--- config.mk ---
export PLATFORM = sky130hd
export DESIGN_NAME = usb_irq_status
export DESIGN_NICKNAME = d
export VERILOG_FILES = /design/src/rtl/usb_irq_pkg.sv /design/src/rtl/usb_line_sync.sv /design/src/rtl/usb_line_filter.sv /design/src/rtl/usb_irq_flags.sv /design/src/rtl/usb_irq_status.sv
export SDC_FILE = /design/constraint.sdc
export NUM_CORES = 1
export LEC_CHECK = 0
export BUFFER_PORTS_ARGS = -buffer_cell sky130_fd_sc_hd__buf_2
export CORE_UTILIZATION = 42
export CTS_CLUSTER_SIZE = 25
export DETAILED_ROUTE_END_ITERATION = 10
export HOLD_SLACK_MARGIN = 0.06
export PLACE_DENSITY = 0.75
export SYNTH_ARGS = -nofsm -noshare
export SYNTH_HDL_FRONTEND = slang
export SYNTH_HIERARCHICAL = 1
export SYNTH_SLANG_ARGS = --single-unit
--- constraint.sdc ---
create_clock -name clk -period 1.3 [get_ports clk]
set_clock_uncertainty 0.1 [all_clocks]
set_input_delay 0.13 -clock clk [delete_from_list [all_inputs] [get_ports clk]]
set_output_delay 0.13 -clock clk [all_outputs]
set_load 0.01 [all_outputs]
--- src/rtl/usb_irq_pkg.sv ---
package usb_irq_pkg;
  typedef enum logic [1:0] {
    LS_SE0   = 2'd0,
    LS_IDLE  = 2'd1,
    LS_OTHER = 2'd2
  } line_st_e;

  localparam int BIT_DONE_A = 0;
  localparam int BIT_DONE_B = 1;
  localparam int BIT_SOF    = 4;
  localparam int BIT_INSREM = 5;
  localparam int BIT_DETRES = 6;
  localparam int BIT_DPLUS  = 7;

  localparam logic [7:0] LATCH_BITS = 8'b0111_0011;
endpackage

--- src/rtl/usb_line_sync.sv ---
module usb_line_sync #(
  parameter int WIDTH  = 2,
  parameter int STAGES = 2
) (
  input  logic             clk,
  input  logic             rst_n,
  input  logic [WIDTH-1:0] din,
  output logic [WIDTH-1:0] dout
);
  logic [WIDTH-1:0] stg [STAGES];

  always_ff @(posedge clk or negedge rst_n) begin
    if (!rst_n) begin
      for (int i = 0; i < STAGES; i++) stg[i] <= '0;
    end else begin
      stg[0] <= din;
      for (int i = 1; i < STAGES; i++) stg[i] <= stg[i-1];
    end
  end

  assign dout = stg[STAGES-1];
endmodule

--- src/rtl/usb_line_filter.sv ---
module usb_line_filter
  import usb_irq_pkg::*;
#(
  parameter int STABLE_CYCLES = 4
) (
  input  logic     clk,
  input  logic     rst_n,
  input  logic     dp,
  input  logic     dm,
  input  logic     low_speed,
  output line_st_e acc_state,
  output logic     ins_rem_evt
);
  localparam int CW = $clog2(STABLE_CYCLES + 1);
  localparam logic [CW-1:0] RUN_MAX = CW'(STABLE_CYCLES);

  line_st_e dec;
  line_st_e cand;
  line_st_e acc;
  logic [CW-1:0] run;
  logic accept;
  logic idle_now;

  always_comb begin
    idle_now = low_speed ? (dm && !dp) : (dp && !dm);
    if (!dp && !dm)    dec = LS_SE0;
    else if (idle_now) dec = LS_IDLE;
    else               dec = LS_OTHER;
  end

  assign accept      = (run == RUN_MAX) && (cand != acc);
  assign ins_rem_evt = accept &&
                       (((acc == LS_SE0) && (cand == LS_IDLE)) ||
                        ((acc == LS_IDLE) && (cand == LS_SE0)));

  always_ff @(posedge clk or negedge rst_n) begin
    if (!rst_n) begin
      cand <= LS_SE0;
      acc  <= LS_SE0;
      run  <= '0;
    end else begin
      if (accept) acc <= cand;
      if (dec != cand) begin
        cand <= dec;
        run  <= CW'(1);
      end else if (run != RUN_MAX) begin
        run <= run + CW'(1);
      end
    end
  end

  assign acc_state = acc;

  AST_ACC_NEEDS_RUN: assert property (@(posedge clk) disable iff (!rst_n)
    (run != RUN_MAX) |=> $stable(acc));
  AST_EVT_CHANGES_STATE: assert property (@(posedge clk) disable iff (!rst_n)
    ins_rem_evt |=> (acc != $past(acc)));
  AST_EVT_ENDPOINTS: assert property (@(posedge clk) disable iff (!rst_n)
    ins_rem_evt |=> ((acc == LS_SE0) || (acc == LS_IDLE)));
endmodule

--- src/rtl/usb_irq_flags.sv ---
module usb_irq_flags #(
  parameter int         WIDTH = 8,
  parameter logic [7:0] LATCH = 8'b0111_0011
) (
  input  logic             clk,
  input  logic             rst_n,
  input  logic [WIDTH-1:0] set,
  input  logic [WIDTH-1:0] clr,
  output logic [WIDTH-1:0] flags
);
  for (genvar i = 0; i < WIDTH; i++) begin : g_bit
    if (LATCH[i]) begin : g_latched
      logic q;
      always_ff @(posedge clk or negedge rst_n) begin
        if (!rst_n) q <= 1'b0;
        else        q <= (q && !clr[i]) || set[i];
      end
      assign flags[i] = q;

      AST_SET_WINS: assert property (@(posedge clk) disable iff (!rst_n)
        set[i] |=> flags[i]);
      AST_W1C: assert property (@(posedge clk) disable iff (!rst_n)
        (clr[i] && !set[i]) |=> !flags[i]);
      AST_HOLD: assert property (@(posedge clk) disable iff (!rst_n)
        (!clr[i] && !set[i]) |=> $stable(flags[i]));
    end else begin : g_plain
      logic unused_in;
      assign unused_in = set[i] ^ clr[i];
      assign flags[i]  = 1'b0;
    end
  end
endmodule

--- src/rtl/usb_irq_status.sv ---
module usb_irq_status
  import usb_irq_pkg::*;
#(
  parameter int STABLE_CYCLES = 4,
  parameter int SYNC_STAGES   = 2
) (
  input  logic       clk,
  input  logic       rst_n,
  input  logic       wr_en,
  input  logic [7:0] wr_data,
  output logic [7:0] rd_data,
  input  logic       dp_in,
  input  logic       dm_in,
  input  logic       low_speed,
  input  logic       resume_mode,
  input  logic       resume_evt,
  input  logic       sof_evt,
  input  logic       done_a_evt,
  input  logic       done_b_evt,
  input  logic [7:0] irq_mask,
  output logic       irq
);
  logic [1:0] line_s;
  logic       dp_s;
  logic       dm_s;
  line_st_e   line_state;
  logic       ins_rem_evt;
  logic [7:0] set_vec;
  logic [7:0] clr_vec;
  logic [7:0] flags;
  logic [7:0] irq_src;
  logic       unused_top;

  usb_line_sync #(.WIDTH(2), .STAGES(SYNC_STAGES)) u_sync (
    .clk  (clk),
    .rst_n(rst_n),
    .din  ({dp_in, dm_in}),
    .dout (line_s)
  );
  assign dp_s = line_s[1];
  assign dm_s = line_s[0];

  usb_line_filter #(.STABLE_CYCLES(STABLE_CYCLES)) u_filter (
    .clk        (clk),
    .rst_n      (rst_n),
    .dp         (dp_s),
    .dm         (dm_s),
    .low_speed  (low_speed),
    .acc_state  (line_state),
    .ins_rem_evt(ins_rem_evt)
  );

  always_comb begin
    set_vec             = '0;
    set_vec[BIT_DONE_A] = done_a_evt;
    set_vec[BIT_DONE_B] = done_b_evt;
    set_vec[BIT_SOF]    = sof_evt;
    set_vec[BIT_INSREM] = ins_rem_evt;
    set_vec[BIT_DETRES] = resume_evt && resume_mode;
  end

  assign clr_vec = wr_en ? wr_data : 8'h00;

  usb_irq_flags #(.WIDTH(8), .LATCH(LATCH_BITS)) u_flags (
    .clk  (clk),
    .rst_n(rst_n),
    .set  (set_vec),
    .clr  (clr_vec),
    .flags(flags)
  );

  assign unused_top = ^{flags[7], flags[3:2]};

  always_comb begin
    rd_data             = flags & LATCH_BITS;
    rd_data[BIT_DPLUS]  = dp_s;
    rd_data[BIT_DETRES] = resume_mode ? flags[BIT_DETRES] : (line_state == LS_SE0);
  end

  always_comb begin
    irq_src             = flags & LATCH_BITS;
    irq_src[BIT_DETRES] = flags[BIT_DETRES] && resume_mode;
  end

  assign irq = |(irq_src & irq_mask);

  AST_IRQ_SOURCE: assert property (@(posedge clk) disable iff (!rst_n)
    irq |-> ((|(rd_data[5:0] & irq_mask[5:0])) ||
             (resume_mode && rd_data[6] && irq_mask[6])));
  AST_INSREM_LATCHES: assert property (@(posedge clk) disable iff (!rst_n)
    ins_rem_evt |=> rd_data[5]);
endmodule

==> metrics.md <==
| Metric | Value |
|---|---|
| Layer with the highest usage | met2 |
| Die W | 46.5 um |
| Post-synthesis average cell area | 10.8 sq um |
| Crit path required time | between 1 and 1.5 ns |
| Met3 Use GR | 0.0588 |
| Crit. End Element | output port |
| Worst IR drop on VDD | roughly 0.001 V |
| GRT Util Overall | 0.171 |
| HP Class | in -> reg |
| Clock root buffer | clkbuf_4 |
| CTS tree | done |
| Final setup vio count | 1 |
| Max-Cap Viols | 0 |
| Clk_lat worst skew | 0.28 ns |
| Slew Limit Fails | 0 |
| WL/cell | 12.0 um |
| Failing checks | setup timing |
| Placed insts | 125 |
| Mapped Area | ~830 sq um |
| Vias | 675 |
| Post-Layout Inst Area | 0.00122 sq mm |
| Area grow syn2layout | 46.2% |
| Synth Warn # | 6 |
| Pwr dens | between 1000 and 1500 mW/mm^2 |
| I/O Buffers | 27 |
| GRT overflow | 0 |
| H-tree levels | 1 |
| Pre-CTS WS | -0.0441 ns |
| Post-Synthesis Cells | 77 |
| RSZ-0062 raised after global routing | yes |
| Gpl congestion | 0.695 |
| Leakage | 0.000590 uW |
| Worst setup margin | -0.00407 ns |
| # diodes | 0 |
| Final HPWL DP | 1100 um |
| DRT Wirelength | 1720 um |
| Clock Sinks | 16 |
| Die H | 46.5 um |
| Starting density of the core | 0.467 |
| Final period util | 1.00 |
| Pre-antenna DRT Iters | 4 |
| Outcome | finished with violations |
| Final ANT Viol Nets | 0 |
| R2R setup slack | around 0.030 ns |
| Final TNS setup | -0.00407 ns |
| Worst Path Arrival | 1.07 ns |
| Die outline area | 0.00216 sq mm |
| Final net count | 149 |
| Fmax | 767 MHz |
| Area after DPL | 967 sq um |
| Filler Cells Inserted | approximately 140 |
| CTS Buffer Depth | 2 |
| Critical path class | reg -> out |
| Crit path time final | around 1.3 ns |
| Row cnt | 15 |
| I/O pin count | 36 |
| Drt first-iter violations | 6 |
| Crit path launch type | flip-flop |
| Core region area | 0.00178 sq mm |
| Fin. Hold Viols | 0 |
| Initial antenna violation count | 0 |
| Vias in the first global route | 619 |
| Via density | between 4 and 5 |
| Total CTS buffers | 3 |
| Clock slew at reported path FFs | 0.09 ns |
| Critical path fanouts, max | 2 |
| Met2 Resource Use GR | 0.289 |
| Largest net degree at the start of global routing | 17 |
| Layout cells sized above 1 | 0.504 |
| Routing usage on met1 | 0.200 |
| Final non-filler cell total | approximately 140 |
| DR DRC count | 0 |
| First-pass GRT wire length | ~2600 um |
[report_power, final]
group	switching, uW	internal, uW	total, uW
clock	149	170	319
sequential	46.8	551	598
combinational	155	213	367
[metrics by stage]
stage          power (uW)   util  hold slack [ns]
2_1_floorplan         750      -           -0.266
3_3_place_gp          822  0.542          -0.0440
3_5_place_dp          837  0.542          -0.0388
4_1_cts              1220  0.627           0.0913
5_1_grt              1370  0.682            0.114
6_report             1280  0.682            0.105
[critical path: stages, from the launching register on]
cell and delay (ns):
dfrtp_1 0.41, a22oi_2 0.15, nand3_1 0.08, buf_2 0.14
[routing by layer]
layer / vias up / wire length [um]
li1: 335 / -
met1: 325 / 726
met2: 11 / 908
met3: 4 / 55
met4: 0 / 34
met5: - / 0
[final timing paths]
path / startpoint / end / cells after the start
setup / recovery: u_flags/g_bit[0].g_latched.q$_DFF_PN0_ / irq / 3
hold / removal: resume_mode / u_flags/g_bit[6].g_latched.q$_DFF_PN0_ / 3
setup reg to reg: u_filter/run[1]$_DFFE_PN0P_ / u_filter/acc_state[1]$_DFFE_PN0P_ / 4
hold reg to reg: u_sync/stg[2]$_DFF_PN0_ / u_sync/dout[0]$_DFF_PN0_ / 0
max in group asynchronous: rst_n / u_sync/dout[1]$_DFF_PN0_ / 2
min in group asynchronous: rst_n / u_flags/g_bit[5].g_latched.q$_DFF_PN0_ / 2
[layout by cell type, fill, tap and decap left out]
cell            n
and4b_1         1
conb_1          2
o31ai_2         1
dlygate4sd3_1   8
nand2_1         3
nor4b_4         1
a21oi_1         2
mux2_4          1
and2_1          5
dfrtp_2         2
mux2i_1         1
ha_1            1
nor4bb_2        1
nor4_4          1
a22oi_2         2
nand3b_1        1
a211oi_2        1
buf_2          26
dfrtp_1        14
nor2_1          3
clkbuf_8        1
inv_2           1
clkbuf_4        3
mux2_2          2
a21o_1          6
o21ai_1         1
buf_6           1
and2_2          1
and3_2          1
xnor2_2         1
inv_1           6
nand2_8         1
ha_4            1
xnor2_1         1
buf_4          11
o21ai_0         2
nand3_1         2
[flip-flops by register name (all words and copies together), names as in the netlist]
signal,flops
u_filter/acc_state,2
u_sync/dout,2
u_sync/stg,2
u_flags/g_bit.g_latched.q,5
u_filter/cand,2
u_filter/run,3
[final cells by class]
type / instances / area [sq um] / share of cell area
timing repair buffer: 46 / 304 / 0.250
inverter: 7 / 26.3 / 0.0216
sequential: 16 / 403 / 0.331
clock buffer: 4 / 36.3 / 0.0298
multi-input combinational: 46 / 415 / 0.342
tap: 25 / 31.3 / 0.0257
[timing repair]
item	in CTS	in global routing
pin swaps	4	7
hold buffers	8	0
resized for setup	4	12
setup endpoints to repair	6	8
endpoints found under the hold margin	23	0
setup buffers	3	4
No activity file was read; power rests on OpenSTA's default activity.
